<file path="src/rtl/dchn_pkg.sv">
// Package: shared constants, register indices, descriptor field positions,
// and the sequencer state and decoded-descriptor types for the DMA channel.
package dchn_pkg;

    localparam int ADDR_W      = 32;
    localparam int DATA_W      = 32;
    localparam int CNT_W       = 22;
    localparam int DESC_WORDS  = 8;
    localparam int NXT_W       = 27;
    localparam int DESC_ALIGN  = 5;
    localparam int REG_IDX_W   = 3;
    localparam int CFG_W       = 10;

    // register word indices
    localparam logic [REG_IDX_W-1:0] RI_CFG  = 3'd0;
    localparam logic [REG_IDX_W-1:0] RI_DPTR = 3'd1;
    localparam logic [REG_IDX_W-1:0] RI_SPTR = 3'd2;
    localparam logic [REG_IDX_W-1:0] RI_BELL = 3'd3;
    localparam logic [REG_IDX_W-1:0] RI_IRQ  = 3'd4;
    localparam logic [REG_IDX_W-1:0] RI_STAT = 3'd5;
    localparam logic [REG_IDX_W-1:0] RI_BCNT = 3'd6;

    // descriptor word indices
    localparam int DW_CMD0 = 0;
    localparam int DW_CMD1 = 1;
    localparam int DW_SRC  = 2;
    localparam int DW_DST  = 4;
    localparam int DW_STAT = 6;
    localparam int DW_NEXT = 7;

    // command word bit positions
    localparam int C0_VALID = 31;
    localparam int C0_IE    = 8;
    localparam int C0_SPSEL = 4;
    localparam int C0_CLRV  = 2;

    typedef enum logic [1:0] {
        WB_NONE   = 2'd0,
        WB_STATUS = 2'd1,
        WB_CMD0   = 2'd2,
        WB_COUNT  = 2'd3
    } wb_sel_e;

    typedef enum logic [2:0] {
        S_IDLE, S_FETCH, S_CHECK, S_RD, S_WR, S_STWB, S_CLRV, S_DONE
    } seq_state_e;

    typedef struct packed {
        logic               valid;
        logic               ie;
        logic               spsel;
        logic               clrv;
        wb_sel_e            wb;
        logic [DATA_W-1:0]  cmd0_done;
        logic [CNT_W-1:0]   cnt;
        logic [ADDR_W-1:0]  src;
        logic [ADDR_W-1:0]  dst;
        logic [ADDR_W-1:0]  next_addr;
    } desc_t;

endpackage

</file>
<file path="src/rtl/dchn_desc.sv">
// Descriptor holder: captures the words of a descriptor that the sequencer
// needs while they are fetched, and presents them decoded.
// Assumes words arrive one per capture strobe, tagged with their index.
module dchn_desc
    import dchn_pkg::*;
#(
    parameter int WORDS = DESC_WORDS,
    parameter int DW    = DATA_W,
    parameter int AW    = ADDR_W,
    parameter int CW    = CNT_W,
    parameter int NW    = NXT_W,
    parameter int ALIGN = DESC_ALIGN
) (
    input  logic                     clk,
    input  logic                     rst_n,
    input  logic                     cap_en,
    input  logic [$clog2(WORDS)-1:0] cap_idx,
    input  logic [DW-1:0]            cap_data,
    output desc_t                    desc
);
    localparam int IXW = $clog2(WORDS);

    logic [DW-1:0] cmd0_q;
    logic [CW-1:0] cnt_q;
    logic [AW-1:0] src_q;
    logic [AW-1:0] dst_q;
    logic [NW-1:0] nxt_q;

    // capture only the fields the sequencer uses
    always_ff @(posedge clk) begin
        if (!rst_n) begin
            cmd0_q <= '0;
            cnt_q  <= '0;
            src_q  <= '0;
            dst_q  <= '0;
            nxt_q  <= '0;
        end else if (cap_en) begin
            if (cap_idx == IXW'(DW_CMD0)) cmd0_q <= cap_data;
            if (cap_idx == IXW'(DW_CMD1)) cnt_q  <= cap_data[CW-1:0];
            if (cap_idx == IXW'(DW_SRC))  src_q  <= cap_data;
            if (cap_idx == IXW'(DW_DST))  dst_q  <= cap_data;
            if (cap_idx == IXW'(DW_NEXT)) nxt_q  <= cap_data[NW-1:0];
        end
    end

    // field decode
    always_comb begin
        desc.valid     = cmd0_q[C0_VALID];
        desc.ie        = cmd0_q[C0_IE];
        desc.spsel     = cmd0_q[C0_SPSEL];
        desc.clrv      = cmd0_q[C0_CLRV];
        desc.wb        = wb_sel_e'(cmd0_q[1:0]);
        desc.cmd0_done = cmd0_q & ~(DW'(1) << C0_VALID);
        desc.cnt       = cnt_q;
        desc.src       = src_q;
        desc.dst       = dst_q;
        desc.next_addr = {nxt_q, {ALIGN{1'b0}}};
    end

endmodule

</file>
<file path="src/rtl/dchn_regs.sv">
// Register file of the channel: config, pointers, doorbell latch, interrupt
// flags, and the status/count read view.
// Assumes single-cycle writes; reads are combinational from the index.
module dchn_regs
    import dchn_pkg::*;
#(
    parameter int AW    = ADDR_W,
    parameter int DW    = DATA_W,
    parameter int CW    = CNT_W,
    parameter int IW    = REG_IDX_W,
    parameter int CFGW  = CFG_W,
    parameter int ALIGN = DESC_ALIGN
) (
    input  logic          clk,
    input  logic          rst_n,
    input  logic          reg_wr,
    input  logic [IW-1:0] reg_addr,
    input  logic [DW-1:0] reg_wdata,
    output logic [DW-1:0] reg_rdata,
    input  logic          nxt_load,
    input  logic [AW-1:0] nxt_addr,
    input  logic          done_set,
    input  logic          ie_set,
    input  logic          db_take,
    input  logic          halted,
    input  logic          dvalid,
    input  logic [CW-1:0] rem_cnt,
    output logic          ch_en,
    output logic [AW-1:0] dptr,
    output logic [AW-1:0] sptr,
    output logic          db_pend,
    output logic          irq_flag,
    output logic          irq_line
);
    logic [CFGW-1:0] cfg_q;
    logic            bell_wr;
    logic            irq_clr;

    assign bell_wr = reg_wr && (reg_addr == RI_BELL);
    assign irq_clr = reg_wr && (reg_addr == RI_IRQ) && reg_wdata[0];
    assign ch_en   = cfg_q[0];

    // config and pointer registers; the sequencer's next-pointer load wins
    always_ff @(posedge clk) begin
        if (!rst_n) begin
            cfg_q <= '0;
            dptr  <= '0;
            sptr  <= '0;
        end else begin
            if (reg_wr && reg_addr == RI_CFG)
                cfg_q <= reg_wdata[CFGW-1:0];
            if (nxt_load)
                dptr <= nxt_addr;
            else if (reg_wr && reg_addr == RI_DPTR)
                dptr <= {reg_wdata[AW-1:ALIGN], {ALIGN{1'b0}}};
            if (reg_wr && reg_addr == RI_SPTR)
                sptr <= {reg_wdata[AW-1:2], 2'b00};
        end
    end

    // doorbell latch: a new ring outranks consumption in the same cycle
    always_ff @(posedge clk) begin
        if (!rst_n)
            db_pend <= 1'b0;
        else if (bell_wr && ch_en)
            db_pend <= 1'b1;
        else if (db_take)
            db_pend <= 1'b0;
    end

    // interrupt flags: completion outranks a software clear
    always_ff @(posedge clk) begin
        if (!rst_n) begin
            irq_flag <= 1'b0;
            irq_line <= 1'b0;
        end else begin
            if (done_set)
                irq_flag <= 1'b1;
            else if (irq_clr)
                irq_flag <= 1'b0;
            if (done_set && ie_set)
                irq_line <= 1'b1;
            else if (irq_clr)
                irq_line <= 1'b0;
        end
    end

    // read view
    always_comb begin
        unique case (reg_addr)
            RI_CFG:  reg_rdata = {{(DW-CFGW){1'b0}}, cfg_q};
            RI_DPTR: reg_rdata = dptr;
            RI_SPTR: reg_rdata = sptr;
            RI_IRQ:  reg_rdata = {{(DW-1){1'b0}}, irq_flag};
            RI_STAT: reg_rdata = {{(DW-3){1'b0}}, db_pend, dvalid, halted};
            RI_BCNT: reg_rdata = {{(DW-CW){1'b0}}, rem_cnt};
            default: reg_rdata = '0;
        endcase
    end

endmodule

</file>
<file path="src/rtl/dchn_fsm.sv">
// Channel sequencer: fetches a descriptor, checks its valid flag, copies
// data word by word, performs status write-back and valid clearing, then
// follows the next pointer. Drives the shared memory master port.
// Assumes the memory holds a request until it is acknowledged.
module dchn_fsm
    import dchn_pkg::*;
#(
    parameter int AW    = ADDR_W,
    parameter int DW    = DATA_W,
    parameter int CW    = CNT_W,
    parameter int WORDS = DESC_WORDS
) (
    input  logic                     clk,
    input  logic                     rst_n,
    input  logic                     ch_en,
    input  logic                     db_pend,
    input  logic [AW-1:0]            dptr,
    input  logic [AW-1:0]            sptr,
    input  desc_t                    desc,
    output logic                     cap_en,
    output logic [$clog2(WORDS)-1:0] cap_idx,
    output logic                     db_take,
    output logic                     halted,
    output logic                     dvalid,
    output logic [CW-1:0]            rem_cnt,
    output logic                     done_set,
    output logic                     ie_set,
    output logic                     nxt_load,
    output logic                     mem_req,
    output logic                     mem_we,
    output logic [AW-1:0]            mem_addr,
    output logic [DW-1:0]            mem_wdata,
    input  logic [DW-1:0]            mem_rdata,
    input  logic                     mem_ack
);
    localparam int IXW  = $clog2(WORDS);
    localparam int STEP = DW / 8;
    localparam logic [IXW-1:0] LAST_IX = IXW'(WORDS - 1);

    seq_state_e     state_q;
    logic [IXW-1:0] idx_q;
    logic [CW-1:0]  cnt_q;
    logic [AW-1:0]  src_q;
    logic [AW-1:0]  dst_q;
    logic [DW-1:0]  buf_q;
    logic           halted_q;
    logic           dvalid_q;

    assign halted   = halted_q;
    assign dvalid   = dvalid_q;
    assign rem_cnt  = cnt_q;
    assign cap_en   = (state_q == S_FETCH) && mem_ack;
    assign cap_idx  = idx_q;
    assign done_set = (state_q == S_DONE);
    assign nxt_load = (state_q == S_DONE);
    assign ie_set   = desc.ie;
    assign db_take  = ((state_q == S_IDLE) && ch_en && db_pend) ||
                      ((state_q == S_CHECK) && !desc.valid && db_pend);

    // sequencer state and transfer registers
    always_ff @(posedge clk) begin
        if (!rst_n) begin
            state_q  <= S_IDLE;
            idx_q    <= '0;
            cnt_q    <= '0;
            src_q    <= '0;
            dst_q    <= '0;
            buf_q    <= '0;
            halted_q <= 1'b0;
            dvalid_q <= 1'b0;
        end else begin
            unique case (state_q)
                S_IDLE: begin
                    if (ch_en && db_pend) begin
                        state_q <= S_FETCH;
                        idx_q   <= '0;
                    end
                end
                S_FETCH: begin
                    if (mem_ack) begin
                        if (idx_q == LAST_IX) state_q <= S_CHECK;
                        else                  idx_q   <= idx_q + 1'b1;
                    end
                end
                S_CHECK: begin
                    if (!desc.valid) begin
                        dvalid_q <= 1'b0;
                        if (db_pend) begin
                            state_q <= S_FETCH;
                            idx_q   <= '0;
                        end else begin
                            halted_q <= 1'b1;
                            state_q  <= S_IDLE;
                        end
                    end else begin
                        dvalid_q <= 1'b1;
                        halted_q <= 1'b0;
                        cnt_q    <= desc.cnt;
                        src_q    <= desc.src;
                        dst_q    <= desc.dst;
                        state_q  <= (desc.cnt == '0) ? S_STWB : S_RD;
                    end
                end
                S_RD: begin
                    if (mem_ack) begin
                        buf_q   <= mem_rdata;
                        state_q <= S_WR;
                    end
                end
                S_WR: begin
                    if (mem_ack) begin
                        src_q <= src_q + AW'(STEP);
                        dst_q <= dst_q + AW'(STEP);
                        if (cnt_q <= CW'(STEP)) begin
                            cnt_q   <= '0;
                            state_q <= S_STWB;
                        end else begin
                            cnt_q   <= cnt_q - CW'(STEP);
                            state_q <= S_RD;
                        end
                    end
                end
                S_STWB: begin
                    if (desc.wb == WB_NONE || mem_ack) state_q <= S_CLRV;
                end
                S_CLRV: begin
                    if (!desc.clrv || mem_ack) state_q <= S_DONE;
                end
                S_DONE: begin
                    state_q <= S_FETCH;
                    idx_q   <= '0;
                end
                default: state_q <= S_IDLE;
            endcase
        end
    end

    // memory master request decode
    always_comb begin
        mem_req   = 1'b0;
        mem_we    = 1'b0;
        mem_addr  = '0;
        mem_wdata = '0;
        unique case (state_q)
            S_FETCH: begin
                mem_req  = 1'b1;
                mem_addr = dptr + (AW'(idx_q) << 2);
            end
            S_RD: begin
                mem_req  = 1'b1;
                mem_addr = src_q;
            end
            S_WR: begin
                mem_req   = 1'b1;
                mem_we    = 1'b1;
                mem_addr  = dst_q;
                mem_wdata = buf_q;
            end
            S_STWB: begin
                if (desc.wb != WB_NONE) begin
                    mem_req  = 1'b1;
                    mem_we   = 1'b1;
                    mem_addr = desc.spsel ? sptr : dptr + AW'(DW_STAT * STEP);
                    unique case (desc.wb)
                        WB_STATUS: mem_wdata = {{(DW-3){1'b0}}, db_pend, dvalid_q, halted_q};
                        WB_CMD0:   mem_wdata = desc.cmd0_done;
                        WB_COUNT:  mem_wdata = {{(DW-CW){1'b0}}, cnt_q};
                        default:   mem_wdata = '0;
                    endcase
                end
            end
            S_CLRV: begin
                if (desc.clrv) begin
                    mem_req   = 1'b1;
                    mem_we    = 1'b1;
                    mem_addr  = dptr;
                    mem_wdata = desc.cmd0_done;
                end
            end
            default: ;
        endcase
    end

endmodule

</file>
<file path="src/rtl/dchn_seq.sv">
// Top of the descriptor-chained DMA channel: joins the register file, the
// descriptor holder and the sequencer. One memory master port serves
// descriptor fetch, data movement and write-back.
module dchn_seq
    import dchn_pkg::*;
#(
    parameter int AW = ADDR_W,
    parameter int DW = DATA_W,
    parameter int CW = CNT_W,
    parameter int IW = REG_IDX_W
) (
    input  logic          clk,
    input  logic          rst_n,
    input  logic          reg_wr,
    input  logic [IW-1:0] reg_addr,
    input  logic [DW-1:0] reg_wdata,
    output logic [DW-1:0] reg_rdata,
    output logic          mem_req,
    output logic          mem_we,
    output logic [AW-1:0] mem_addr,
    output logic [DW-1:0] mem_wdata,
    input  logic [DW-1:0] mem_rdata,
    input  logic          mem_ack,
    output logic          irq_o
);
    localparam int IXW = $clog2(DESC_WORDS);

    logic           ch_en;
    logic           db_pend;
    logic           db_take;
    logic [AW-1:0]  dptr;
    logic [AW-1:0]  sptr;
    logic           halted;
    logic           dvalid;
    logic [CW-1:0]  rem_cnt;
    logic           done_set;
    logic           ie_set;
    logic           nxt_load;
    logic           irq_flag;
    logic           irq_line;
    logic           cap_en;
    logic [IXW-1:0] cap_idx;
    desc_t          desc;

    assign irq_o = irq_line;

    dchn_regs #(.AW(AW), .DW(DW), .CW(CW), .IW(IW)) u_regs (
        .clk(clk), .rst_n(rst_n),
        .reg_wr(reg_wr), .reg_addr(reg_addr), .reg_wdata(reg_wdata), .reg_rdata(reg_rdata),
        .nxt_load(nxt_load), .nxt_addr(desc.next_addr),
        .done_set(done_set), .ie_set(ie_set), .db_take(db_take),
        .halted(halted), .dvalid(dvalid), .rem_cnt(rem_cnt),
        .ch_en(ch_en), .dptr(dptr), .sptr(sptr), .db_pend(db_pend),
        .irq_flag(irq_flag), .irq_line(irq_line)
    );

    dchn_desc #(.DW(DW), .AW(AW), .CW(CW)) u_desc (
        .clk(clk), .rst_n(rst_n),
        .cap_en(cap_en), .cap_idx(cap_idx), .cap_data(mem_rdata),
        .desc(desc)
    );

    dchn_fsm #(.AW(AW), .DW(DW), .CW(CW)) u_fsm (
        .clk(clk), .rst_n(rst_n),
        .ch_en(ch_en), .db_pend(db_pend), .dptr(dptr), .sptr(sptr), .desc(desc),
        .cap_en(cap_en), .cap_idx(cap_idx), .db_take(db_take),
        .halted(halted), .dvalid(dvalid), .rem_cnt(rem_cnt),
        .done_set(done_set), .ie_set(ie_set), .nxt_load(nxt_load),
        .mem_req(mem_req), .mem_we(mem_we), .mem_addr(mem_addr),
        .mem_wdata(mem_wdata), .mem_rdata(mem_rdata), .mem_ack(mem_ack)
    );

endmodule

</file>
<file path="config.mk">
export PLATFORM = sky130hd
export DESIGN_NAME = dchn_seq
export DESIGN_NICKNAME = d
export VERILOG_FILES = /design/src/rtl/dchn_pkg.sv /design/src/rtl/dchn_desc.sv /design/src/rtl/dchn_regs.sv /design/src/rtl/dchn_fsm.sv /design/src/rtl/dchn_seq.sv
export SDC_FILE = /design/constraint.sdc
export NUM_CORES = 1
export LEC_CHECK = 0
export ABC_AREA = 1
export BUFFER_PORTS_ARGS = -buffer_cell sky130_fd_sc_hd__clkbuf_2
export CAP_MARGIN = 20
export CORE_UTILIZATION = 54
export DETAILED_ROUTE_END_ITERATION = 8
export PLACE_DENSITY = 0.75
export SYNTH_ARGS = -nofsm -noshare
export SYNTH_HDL_FRONTEND = slang
export SYNTH_SLANG_ARGS = --single-unit
</file>
<file path="constraint.sdc">
create_clock -name clk -period 1.6 [get_ports clk]
set_input_delay 0.24 -clock clk [delete_from_list [all_inputs] [get_ports clk]]
set_output_delay 0.24 -clock clk [all_outputs]
set_load 0.05 [all_outputs]
</file>
==> results by group, run 1 <==
Run status
  • Status: stopped before the end
  • First error: [ERROR GRT-0232] Routing congestion too high. Check the congestion heatmap in the GUI.
  • Exit stage: global routing

Placement
  • Number of buffer cells added on primary ports: 169
  • Routability Congestion: 1.03
  • Post-DP HPWL: 51200 um

Synthesis
  • EDFF count, synth: 0
  • Most instantiated flip-flop cell in the synthesis netlist: dfxtp_1
  • Gate count after technology mapping: 2571
  • Main combinational cell family by area after synthesis: simple AND/OR/NAND/NOR gates
  • Portion of netlist area occupied by mux cells: 0
  • Synthesized area divided by synthesized cell count: 6.63 sq um
  • Simple-gate portion of the synthesized area: 0.253
  • Xor-xnor portion of the synthesized cell area: 0.00925
  • Synth Area in Adders: 0.00661
  • Post-synthesis cell area: 17000 sq um
  • Sequential fraction of the synthesis area: 0.401
  • Count of unique library cells instantiated by Yosys: 42
  • Yosys warnings: 0
  • Syn Nets: 2651
  • Fraction of the mapped netlist area in compound gates: 0.233
  • Flops & latches, synth: 341
  • Share of synthesized registers carrying an async set or reset: 0

Timing
  • Type of the worst endpoint after the last repair: output port
  • Worst-slack endpoint at the end of global-route timing repair: mem_addr[5]

Global route
  • Maximum number of pins on one net before global-route repair: 80
  • GRT Resource Usage Total: 0.796
  • Grt total ovfl: 204

Die
  • Vert. Die Dim: 180 um
  • Initial standard-cell utilization of the core: 0.553
  • Num rows: 64
  • Die extent in x: 180 um
  • Number of top-level design ports: 170

Clock tree
  • Number of levels the H-tree was split into: 2
  • Maximum buffer depth of the clock tree: 3
  • Clock tree root driver cell: clkbuf_16
  • Total clock buffers created by CTS: 39
  • Total number of clock tree sinks: 341
## per-stage QoR
stage	hold WS (ps)	cell area (sq um)	instances	worst slack, ps	setup TNS [ps]
after floorplan	375	18300	2571	-291	-15020
after global placement	435	22900	3282	-353	-65720
after CTS	12.2	27500	3483	-780	-110080
after detailed placement	445	22900	3282	-399	-77620
## metal layers
metal | overflow | global-route usage
met1 | 2 | 0.792
met5 | 1 | 0.301
met2 | 115 | 0.964
met3 | 0 | 0.645
met4 | 86 | 0.803
## what timing repair did
item | 4_1_cts
pin swaps | 70
endpoints found under the setup margin | 394
hold endpoints to repair | 50
cloned | 35
gates resized for setup | 481
hold buffers | 32
setup buffers | 68
## synth_stat cells (all sizes together), types with 23 or more instances
library cell,instances,area (sq um)
a21oi,168,848
dfxtp,341,6830
o21ai,386,1930
nor2,438,1660
clkbuf,98,370
nand3,111,556
a31oi,54,338
inv,256,961
nand2,473,1790
o22ai,23,144
o221ai,39,342
buf,59,322
## logic make-up after synthesis
family                   count (synthesis)
AND/OR/NAND/NOR                       1073
AO/OA/AOI/OAI                          715
buffers and inverters                  415
flip-flops                             341
XOR/XNOR                                18
adder cells (fa/ha/maj)                  9
==> run 2, diff against run 1 <==
--- a/config.mk
+++ b/config.mk
@@ -8,9 +8,9 @@
 export ABC_AREA = 1
 export BUFFER_PORTS_ARGS = -buffer_cell sky130_fd_sc_hd__clkbuf_2
 export CAP_MARGIN = 20
-export CORE_UTILIZATION = 54
+export CORE_UTILIZATION = 40
 export DETAILED_ROUTE_END_ITERATION = 8
-export PLACE_DENSITY = 0.75
+export PLACE_DENSITY_LB_ADDON = 0.15
 export SYNTH_ARGS = -nofsm -noshare
 export SYNTH_HDL_FRONTEND = slang
 export SYNTH_SLANG_ARGS = --single-unit
==> constraint.sdc (replaced) <==
create_clock -name clk -period 2.1 [get_ports clk]
set_input_delay 0.315 -clock clk [delete_from_list [all_inputs] [get_ports clk]]
set_output_delay 0.315 -clock clk [all_outputs]
set_load 0.05 [all_outputs]
==> results by group, run 2 <==
Die
  • Number of top-level design ports: 170 (unchanged)
  • Placeable core region: 41900 sq um
  • Vert. Die Dim: 208 um (+16%)
  • Num rows: 75 (+17%)
  • Die area: 43400 sq um
  • Die extent in x: 208 um (+16%)
  • Initial standard-cell utilization of the core: 0.406 (-0.146)

Detailed routing
  • Detailed-route wire length per cell: 22.1 um
  • Wirelength, routed: 75000 um
  • Post-DR vias/cell: 5.62
  • Drc violations: 0
  • DRT antenna net count: 0
  • Number of vias in the routed layout: 19.1k
  • DR pass1 iterations: 6
  • Count of routing violations after the opening detailed-route iteration: 1869

Synthesis
  • Synthesized area divided by synthesized cell count: 6.63 sq um (unchanged)
  • Count of unique library cells instantiated by Yosys: 42 (unchanged)
  • Yosys warnings: 0 (unchanged)
  • Cell type with the highest aggregate area in the netlist: dfxtp_1
  • Share of synthesized registers carrying an async set or reset: 0 (unchanged)
  • Sequential fraction of the synthesis area: 0.401 (unchanged)
  • Post-synthesis cell area: 17000 sq um (unchanged)
  • Flops & latches, synth: 341 (unchanged)
  • Gate count after technology mapping: 2571 (unchanged)
  • EDFF count, synth: 0 (unchanged)
  • Share of Yosys cell area claimed by the top area cell type: 0.401 (unchanged)
  • Most common cell in the netlist: nand2_1
  • Most frequent cells after synthesis: nand2_1 (468), nor2_1 (433), o21ai_0 (382), dfxtp_1 (341), inv_1 (245)
  • Most instantiated flip-flop cell in the synthesis netlist: dfxtp_1
  • Top cells by area, synth: dfxtp_1 (40%), o21ai_0 (11%), nand2_1 (10%)
  • Syn Nets: 2651 (unchanged)

Timing
  • Final count of negative-setup-slack endpoints: 66
  • Final setup skew: 41.6 ps
  • Final-report max-slew violation count: 0
  • Worst hold slack: 11.8 ps
  • Setup slack of the critical path after layout: -415 ps
  • F_max: 0.398 GHz
  • Normalized max-slew margin: 0.596
  • Hold violation count in the final report: 0
  • Share of the clock period used by the worst path after layout: 1.20
  • Post-layout minimum cycle time: 2520 ps
  • Worst-Margin Slew: 607 ps
  • Setup repair after global routing missed its margin: yes

Global route
  • Maximum number of pins on one net before global-route repair: 76
  • Global-route wire length before repair: 109000 um
  • Top Usage Layer GRT: met2
  • Vias in the first global route: 17.9k
  • Routing usage on met2: 0.522
  • Antenna violations before repair: 3
  • Grt total ovfl: 0
  • GRT Resource Usage Total: 0.332
  • Routing usage on met1: 0.426
  • Met3 demand-to-capacity share in global routing: 0.0583

Finish
  • FILL cells: 4012
  • Commonest non-fill, non-tap cell in the layout: nand2_1
  • Area taken by flip-flops and latches: 6840 sq um
  • Number of nets in the final layout: 2906
  • Share of post-route cells with drive strength above 1: 0.210
  • Area occupied by multi-input gates: 9830 sq um
  • Top library cells by usage in the layout, fill and taps aside: nand2_1 (450), nor2_1 (426), dfxtp_1 (335), o21ai_0 (323), inv_1 (241)
  • Area growth from synthesis to final layout: 42.0%
  • Final cell count without fillers: 3396

Worst setup path
  • Kind of launch point of the worst setup path: flip-flop
  • Category of the most critical setup path: reg -> out
  • Kind of end point of the critical path: output port
  • Worst-path fanout max: 6
  • Critical path data arrival time: 2200 ps
  • Reg2Reg Setup Slack: 20 ps
  • Required arrival time at the worst endpoint: 1780 ps

Clock tree
  • Clock tree root driver cell: clkbuf_16
  • Clock-pin slew on the worst setup and hold paths: 60 ps
  • Number of levels the H-tree was split into: 2 (unchanged)
  • Total number of clock tree sinks: 341 (unchanged)
  • Maximum buffer depth of the clock tree: 3 (unchanged)
  • Latest clock arrival within the worst-skew pair: 600 ps
  • Total clock buffers created by CTS: 41 (+5.1%)
  • Clock tree from TritonCTS: done

Flow run
  • Max-cap violations: 0

Pwr
  • Logic gate share of total power: 0.096
  • Share of total power consumed by net switching: 0.263
  • Switching power summed over all nets: 4.11 mW
  • Sequential fraction of design power: 0.429
  • Internal power: 11.5 mW
  • Cell area power density: 646 nW/um^2
  • Lkg Pwr: 9.33 nW
  • Worst IR drop on VDD: 0.557 mV
  • Power share of the clock group: 0.474

Placement
  • Number of buffer cells added on primary ports: 169 (unchanged)
  • Count of placed standard cells including taps: 3260 (-0.67%)
  • Post-DP HPWL: 50600 um (-1.2%)
  • Routability Congestion: 0.947 (-8.2%)

Run status
  • Violated checks: setup timing
  • Status: complete, but fails checks

Min path
  • Class of the worst hold path: in -> reg
-- run 2: cell counts after synthesis --
No cell type changed its count.
-- run 2: power groups by stage --
stage | logic (mW) | clock network, mW | registers, mW
2_1_floorplan | 0.647 | 0 | 6.80
3_3_place_gp | 1.21 | 0 | 6.83
3_5_place_dp | 1.22 | 0 | 6.84
4_1_cts | 1.38 | 7.45 | 6.70
5_1_grt | 1.60 | 7.72 | 6.72
6_report | 1.50 | 7.41 | 6.71
-- run 2: cells by family after synthesis --
| kind of cell | after synthesis | synth area share |
|---|---|---|
| AND/OR/NAND/NOR | 1073 | 0.253 |
| flip-flops | 341 | 0.401 |
| XOR/XNOR | 18 | 0.00925 |
| buffers and inverters | 415 | 0.0974 |
| AO/OA/AOI/OAI | 715 | 0.233 |
| adder cells (fa/ha/maj) | 9 | 0.00661 |
-- run 2: path summary, 6_finish.rpt --
| path | start | end | cells after the start |
|---|---|---|---|
| min reg2reg | u_regs.cfg_q[4] | u_regs.cfg_q[4] | 2 |
| max reg2reg | u_fsm.state_q[0] | u_fsm.dst_q[8] | 13 |
| min | reg_wdata[18] | u_regs.dptr[18] | 3 |
| max | u_fsm.state_q[0] | mem_addr[9] | 9 |
-- run 2: cell type report --
class | count | share of cell area
multi-input cells | 1815 | 0.406
flip-flops and latches | 341 | 0.283
repair buffers | 369 | 0.184
clock buffers | 65 | 0.0524
inverters | 258 | 0.0415
well taps | 539 | 0.0279
clock inverters | 7 | 0.00476
diodes | 2 | 0.000207
-- run 2: layer usage --
layer,share of wire,vias up
met5,0.00011,-
met4,0.056,2
met3,0.079,172
met1,0.41,9101
li1,-,9020
met2,0.45,790
-- run 2: per-stage QoR --
stage	setup WS (ps)	utilization	setup TNS, ps	area, sq um	total power [mW]
finish	-415	0.577	-21510	24200	15.6
global route	-429	0.577	-25190	24200	16.0
CTS	-438	0.549	-22000	23000	15.5
detailed placement	-117	0.491	-320	20600	8.06
global placement	-136	0.491	-313	20600	8.04
floorplan	-221	-	-8950	17100	7.45
-- run 2: repair_timing --
action                                  CTS  global route
hold buffers                             12             0
endpoints found under the setup margin   76           119
gates resized for setup                 143           153
gates cloned                              9             8
buffers inserted                          9            25
endpoints found under the hold margin    13             0
pin swaps                                 7             7
-- run 2: worst max-delay path: stages, from the launching register on --
cell	delay, ps
dfxtp_4	380
nor2_4	140
nand2_4	110
nor2_1	310
inv_1	110
o21ai_0	90
buf_4	170
a31oi_2	50
o21ai_4	120
buf_12	150
Power figures use the tool's default switching activity.
